===== config.mk =====
export PLATFORM = sky130hd
export DESIGN_NAME = thread_status_ctl
export DESIGN_NICKNAME = d
export VERILOG_FILES = /design/src/rtl/thread_status_pkg.sv /design/src/rtl/thread_ctx_fsm.sv /design/src/rtl/thread_halt_detect.sv /design/src/rtl/thread_status_ctl.sv
export SDC_FILE = /design/constraint.sdc
export NUM_CORES = 1
export LEC_CHECK = 0
export CAP_MARGIN = 10
export CORE_MARGIN = 4
export CORE_UTILIZATION = 38
export CTS_CLUSTER_SIZE = 8
export DETAILED_ROUTE_END_ITERATION = 6
export PLACE_DENSITY = 0.67
export SYNTH_ARGS = -nofsm -noshare
export SYNTH_HDL_FRONTEND = slang
export SYNTH_HIERARCHICAL = 1
export SYNTH_SLANG_ARGS = --single-unit

===== constraint.sdc =====
create_clock -name clk -period 1.5 [get_ports clk]
set_clock_uncertainty 0.05 [all_clocks]
set_input_delay 0.15 -clock clk [delete_from_list [all_inputs] [get_ports clk]]
set_output_delay 0.15 -clock clk [all_outputs]
set_load 0.03 [all_outputs]

===== src/rtl/thread_status_pkg.sv =====
// Shared types for the thread context status controller.
// Assumes: state codes are fixed because software decodes them.
package thread_status_pkg;

    typedef enum logic [1:0] {
        CTX_UNALLOC   = 2'd0,
        CTX_ACTIVE    = 2'd1,
        CTX_SUSPENDED = 2'd2,
        CTX_HALTED    = 2'd3
    } ctx_state_e;

    // One set of command strobes for a single context.
    typedef struct packed {
        logic halt;
        logic dealloc;
        logic susp;
        logic act;
        logic alloc;
    } ctx_cmd_t;

endpackage


===== src/rtl/thread_ctx_fsm.sv =====
// Per-context run-state machine with a delayed-activation down-counter.
// Does: resolves the strobes by fixed precedence, counts the activation
//       delay and registers the state and the issue enable.
// Assumes: synchronous active-low reset; DLY_W >= 2; when BOOT is set,
//          a one-cycle activation is pending when reset is released.
module thread_ctx_fsm
    import thread_status_pkg::*;
#(
    parameter int DLY_W = 4,
    parameter bit BOOT  = 1'b0
) (
    input  logic             clk,
    input  logic             rst_n,
    input  ctx_cmd_t         cmd_i,
    input  logic [DLY_W-1:0] delay_i,
    output ctx_state_e       state_o,
    output logic             issue_o
);

    localparam logic [DLY_W-1:0] CNT_ZERO = '0;
    localparam logic [DLY_W-1:0] CNT_ONE  = {{(DLY_W-1){1'b0}}, 1'b1};
    localparam logic [DLY_W-1:0] CNT_BOOT = BOOT ? CNT_ONE : CNT_ZERO;

    ctx_state_e       st_q, st_d;
    logic [DLY_W-1:0] cnt_q, cnt_d;
    logic [DLY_W-1:0] load_val;
    logic             issue_q;

    // Purpose: a zero delay is treated as a one-cycle delay.
    always_comb load_val = (delay_i == CNT_ZERO) ? CNT_ONE : delay_i;

    // Purpose: next state and next count, with halt > dealloc > susp > act > alloc.
    always_comb begin
        st_d  = st_q;
        cnt_d = cnt_q;
        if (st_q == CTX_HALTED) begin
            cnt_d = CNT_ZERO;
        end else if (cmd_i.halt) begin
            st_d  = CTX_HALTED;
            cnt_d = CNT_ZERO;
        end else if (cmd_i.dealloc) begin
            st_d  = CTX_UNALLOC;
            cnt_d = CNT_ZERO;
        end else if (cmd_i.susp) begin
            cnt_d = CNT_ZERO;
            if (st_q == CTX_ACTIVE) st_d = CTX_SUSPENDED;
        end else if (cmd_i.act && st_q != CTX_ACTIVE) begin
            cnt_d = load_val;
        end else if (cmd_i.alloc && st_q == CTX_UNALLOC && cnt_q == CNT_ZERO) begin
            st_d = CTX_SUSPENDED;
        end else if (cnt_q != CNT_ZERO) begin
            cnt_d = cnt_q - CNT_ONE;
            if (cnt_q == CNT_ONE) st_d = CTX_ACTIVE;
        end
    end

    // Purpose: state, count and issue-enable registers.
    always_ff @(posedge clk) begin
        if (!rst_n) begin
            st_q    <= CTX_UNALLOC;
            cnt_q   <= CNT_BOOT;
            issue_q <= 1'b0;
        end else begin
            st_q    <= st_d;
            cnt_q   <= cnt_d;
            issue_q <= (st_d == CTX_ACTIVE);
        end
    end

    assign state_o = st_q;
    assign issue_o = issue_q;

    // Halted is terminal.
    assert_halt_sticky_R8: assert property (@(posedge clk) disable iff (!rst_n)
        (st_q == CTX_HALTED) |=> (st_q == CTX_HALTED));

    // halt outranks every other strobe.
    assert_halt_first_R9: assert property (@(posedge clk) disable iff (!rst_n)
        cmd_i.halt |=> (st_q == CTX_HALTED));

    // suspend never leaves the context Active.
    assert_suspend_cancel_R6: assert property (@(posedge clk) disable iff (!rst_n)
        (cmd_i.susp && st_q != CTX_HALTED) |=> (st_q != CTX_ACTIVE && cnt_q == CNT_ZERO));

    // Active is entered only from a count of one.
    assert_active_entry_R4: assert property (@(posedge clk) disable iff (!rst_n)
        (st_q != CTX_ACTIVE && cnt_q != CNT_ONE) |=> (st_q != CTX_ACTIVE));

    // the issue enable tracks the Active state.
    assert_issue_match_R10: assert property (@(posedge clk) disable iff (!rst_n)
        issue_q == (st_q == CTX_ACTIVE));

endmodule


===== src/rtl/thread_halt_detect.sv =====
// Core-wide terminate detection.
// Does: raises the flag when every context reports Halted.
// Assumes: the inputs come from registered state, so the AND does not glitch.
module thread_halt_detect #(
    parameter int NCTX = 4
) (
    input  logic            clk,
    input  logic            rst_n,
    input  logic [NCTX-1:0] halted_i,
    output logic            all_halted_o
);

    // Purpose: AND-reduce the per-context halted flags.
    always_comb all_halted_o = &halted_i;

    // once raised, terminate stays raised until reset.
    assert_term_sticky_R11: assert property (@(posedge clk) disable iff (!rst_n)
        all_halted_o |=> all_halted_o);

endmodule


===== src/rtl/thread_status_ctl.sv =====
// Top: run-state controller for NCTX hardware thread contexts.
// Does: builds one state machine per context (context 0 starts itself),
//       packs the states and drives the terminate flag.
// Assumes: all strobes and the delay are synchronous to clk.
module thread_status_ctl
    import thread_status_pkg::*;
#(
    parameter int NCTX  = 4,
    parameter int DLY_W = 4
) (
    input  logic              clk,
    input  logic              rst_n,
    input  logic [NCTX-1:0]   alloc_i,
    input  logic [NCTX-1:0]   activate_i,
    input  logic [NCTX-1:0]   suspend_i,
    input  logic [NCTX-1:0]   dealloc_i,
    input  logic [NCTX-1:0]   halt_i,
    input  logic [DLY_W-1:0]  act_delay_i,
    output logic [2*NCTX-1:0] ctx_state_o,
    output logic [NCTX-1:0]   issue_en_o,
    output logic              all_halted_o
);

    localparam int ST_W = 2;

    logic [NCTX-1:0] halted;

    for (genvar i = 0; i < NCTX; i++) begin : g_ctx
        ctx_cmd_t   cmd;
        ctx_state_e st;

        // Purpose: gather the strobes for this context.
        always_comb begin
            cmd.halt    = halt_i[i];
            cmd.dealloc = dealloc_i[i];
            cmd.susp    = suspend_i[i];
            cmd.act     = activate_i[i];
            cmd.alloc   = alloc_i[i];
        end

        thread_ctx_fsm #(
            .DLY_W (DLY_W),
            .BOOT  (i == 0)
        ) u_fsm (
            .clk     (clk),
            .rst_n   (rst_n),
            .cmd_i   (cmd),
            .delay_i (act_delay_i),
            .state_o (st),
            .issue_o (issue_en_o[i])
        );

        assign ctx_state_o[ST_W*i +: ST_W] = st;
        assign halted[i] = (st == CTX_HALTED);
    end

    thread_halt_detect #(.NCTX(NCTX)) u_done (
        .clk          (clk),
        .rst_n        (rst_n),
        .halted_i     (halted),
        .all_halted_o (all_halted_o)
    );

endmodule


==> impl_metrics.json <==
{
  "status": "finished, violations left",
  "violations": "setup timing",
  "crit_type": "register to register",
  "overflow": 0,
  "grt_pass1_wl_um": 7800,
  "clockBufferDepth": 2,
  "dpl_cell_area_um2": 2500,
  "fin_crit_ns": 1.58,
  "hold_violations": 0,
  "cpPeakStageDelay_ns": 0.42,
  "irDropWorstVdd_mv": 0.397,
  "postSynthNetCount": 233,
  "netlist_area_um2": 1770,
  "min_period_over_period_pct": 105,
  "syn_inst": 198,
  "pre_cts_slack_ns": -0.0840,
  "drt_wl_total_um": 4520,
  "synth_seq_cells": 28,
  "synth_edf_count": 0,
  "rr_worst_depth": 7,
  "die_w_um": 76.2,
  "synth_top_area_share_pct": 31.7,
  "ys_warn_count": 6,
  "postRouteAntennaNets": 0,
  "die_height_um": 76.2,
  "num_antenna_cells": 0,
  "multi_input_area_um2": 1330,
  "setup_ws_ns": -0.0817,
  "r2r-start": "g_ctx[3].u_fsm/cnt_q[0]$_SDFFE_PP0P_",
  "antenna_found_initial": 0,
  "synth_top_area_cell": "dfxtp_1",
  "setup-violations-final": 9,
  "layout.area.seq_um2": 586,
  "worstSetupStartpointType": "register",
  "start_util_pct": 40.0,
  "cp-endpoint": "g_ctx[3].u_fsm/cnt_q[1]$_SDFFE_PP0P_",
  "synth-seq-area-share_pct": 31.7,
  "drc": 0,
  "power_density_nw_per_um2": 710,
  "synth.most_common_cell": "dfxtp_1",
  "drt-initial-drc-count": 46,
  "die_area_um2": 5800,
  "achievable-frequency_ghz": 0.632,
  "synthFlopType": "dfxtp_1",
  "via_count": 1701,
  "path_clk_slew_ns": 0.10,
  "maxCapViolCount": 0,
  "gp_congestion": 0.849,
  "grt_pass1_vias": 1783,
  "worst_pin_slew_ns": 0.528,
  "cts_tree": "done",
  "synthTopCellsByCount": "dfxtp_1 (28), nor2_1 (24), inv_1 (15)",
  "final_max_slew_viol_count": 0,
  "viasPerCell": 5.19,
  "grt_max_degree": 17,
  "slew_headroom_pct": 64.3,
  "cts.sinks": 28,
  "fillCellCount": 377,
  "root_buffer": "clkbuf_8",
  "crit_chain": "inv_2 > ha_4 > or3b_4 > buf_6 > mux2i_2 > mux2i_1 > nor2_1",
  "num_rows": 24,
  "drt_first_pass_iters": 6,
  "place_hpwl_um": 3460,
  "crit_arrival_ns": 1.70,
  "drive_gt1_share_pct": 38.0,
  "core_area_um2": 4410,
  "finalPower_w": 0.00198,
  "avgRoutedWirePerCell_um": 13.8,
  "synth.distinct_cells": 34,
  "end_kind": "register",
  "areaGrowthSynthToFinish_pct": 57.6,
  "r2r_setup_slack_ns": -0.08,
  "p_leak_nw": 1.16,
  "hp-class": "register to register",
  "rr_endpoint": "g_ctx[3].u_fsm/cnt_q[1]$_SDFFE_PP0P_",
  "cp_max_fo": 3,
  "grt_setup_unrepaired": "yes",
  "crit_slowest_cell": "or3b_4",
  "design_area_um2": 2790,
  "insertion_delay_ns": 0.27,
  "async_flop_share_pct": 0,
  "cp.required_ns": 1.62,
  "final_util_pct": 63.1,
  "ctsHoldBuffers": 0,
  "grt_util_all_layers_pct": 15.5,
  "io_pins": 39,
  "min_path_cells": 2,
  "startpoint": "g_ctx[3].u_fsm/cnt_q[0]$_SDFFE_PP0P_",
  "ys_top_cells_by_area": "dfxtp_1 (32%), mux2i_1 (7.4%), ha_1 (6.4%)",
  "io_buffers": 38,
  "fin_setup_tns_ns": -0.397,
  "cts-htree-levels": 1,
  "syn_area_per_cell_um2": 8.92,
  "numCtsBuffers": 3,
  "finalNetCount": 312
}
-- per-stage QoR --
stage               hold slack [ns]  cells
floorplan                     0.176    198
global placement              0.534    316
detailed placement            0.527    316
CTS                           0.554    324
global route                  0.592    328
finish                        0.550    328
-- where the power goes --
part	internal (W)	switching (W)	leakage (nW)
clock network	0.000357	0.000233	0.0357
registers	0.000780	0.0000375	0.235
logic	0.000291	0.000280	0.887
-- how the worst min path moves through the flow --
stage                                          from                                   end  slack, ns
2_1_floorplan                                 rst_n  g_ctx[0].u_fsm/cnt_q[0]$_SDFFE_PN1P_       0.18
3_3_place_gp   g_ctx[1].u_fsm/cnt_q[3]$_SDFFE_PP0P_  g_ctx[1].u_fsm/cnt_q[3]$_SDFFE_PP0P_       0.53
3_5_place_dp   g_ctx[1].u_fsm/cnt_q[3]$_SDFFE_PP0P_  g_ctx[1].u_fsm/cnt_q[3]$_SDFFE_PP0P_       0.53
4_1_cts        g_ctx[1].u_fsm/cnt_q[3]$_SDFFE_PP0P_  g_ctx[1].u_fsm/cnt_q[3]$_SDFFE_PP0P_       0.55
5_1_grt                               activate_i[0]  g_ctx[0].u_fsm/cnt_q[3]$_SDFFE_PP0P_       0.59
6_report       g_ctx[1].u_fsm/cnt_q[3]$_SDFFE_PP0P_  g_ctx[1].u_fsm/cnt_q[3]$_SDFFE_PP0P_       0.55
-- state kept, by name (all words and copies together), names as in the netlist --
name,count
g_ctx.u_fsm/issue_o,4
g_ctx.u_fsm/state_o,8
g_ctx.u_fsm/cnt_q,16
-- critical path, delay by kind of cell, from the launching register on --
kind / cells / cell delay [ns]
flip-flops: 1 / 0.34
adder cells (fa/ha/maj): 1 / 0.14
AND/OR/NAND/NOR: 2 / 0.47
multiplexers: 2 / 0.28
buffers and inverters: 2 / 0.20
-- cell usage in the layout, fill, tap and decap left out, types with 4 or more instances in the layout --
master / instances
a211oi_1: 9
a21oi_1: 11
buf_4: 30
buf_6: 7
clkdlybuf4s50_1: 27
dfxtp_1: 12
dfxtp_2: 14
dlygate4sd2_1: 7
ha_4: 4
inv_1: 7
inv_2: 8
mux2i_1: 12
nand2_1: 4
nand2b_1: 4
nor2_1: 22
nor2b_1: 4
nor3_1: 11
nor3b_1: 4
o21ai_0: 4
o21bai_1: 4
xnor2_1: 4
-- cells by family (layout without fill, tap and decap cells) --
group                    Yosys count  count (layout)  synth area share, %
AND/OR/NAND/NOR                   76              76                 27.4
AO/OA/AOI/OAI                     52              52                 21.5
flip-flops                        28              28                 31.7
buffers and inverters             15              93                 3.19
multiplexers                      13              13                 7.37
adder cells (fa/ha/maj)            9               9                 6.37
XOR/XNOR                           5               5                 2.48
-- area by class of cell --
cell class,count,share of cell area (%)
Tap cell,52,2.34
Sequential cell,28,21.0
Clock buffer,3,1.48
Clock inverter,1,1.08
Timing Repair Buffer,74,24.2
Multi-Input combinational cell,155,47.9
Inverter,15,2.02
-- per-layer routing --
metal | wire length, µm | share of wire, % | track usage (%)
met5 | 0 | 0 | 0
met4 | 24 | 0.53 | 4.02
met3 | 204 | 4.5 | 3.07
met2 | 2170 | 48 | 26.5
met1 | 2120 | 47 | 19.9
-- what timing repair did --
| item | CTS | global route |
|---|---|---|
| resized for setup | 22 | 33 |
| pin swaps | 11 | 12 |
| endpoints found under the setup margin | 20 | 22 |
| setup buffers | 4 | 4 |
(Power assumes the default switching activity.)
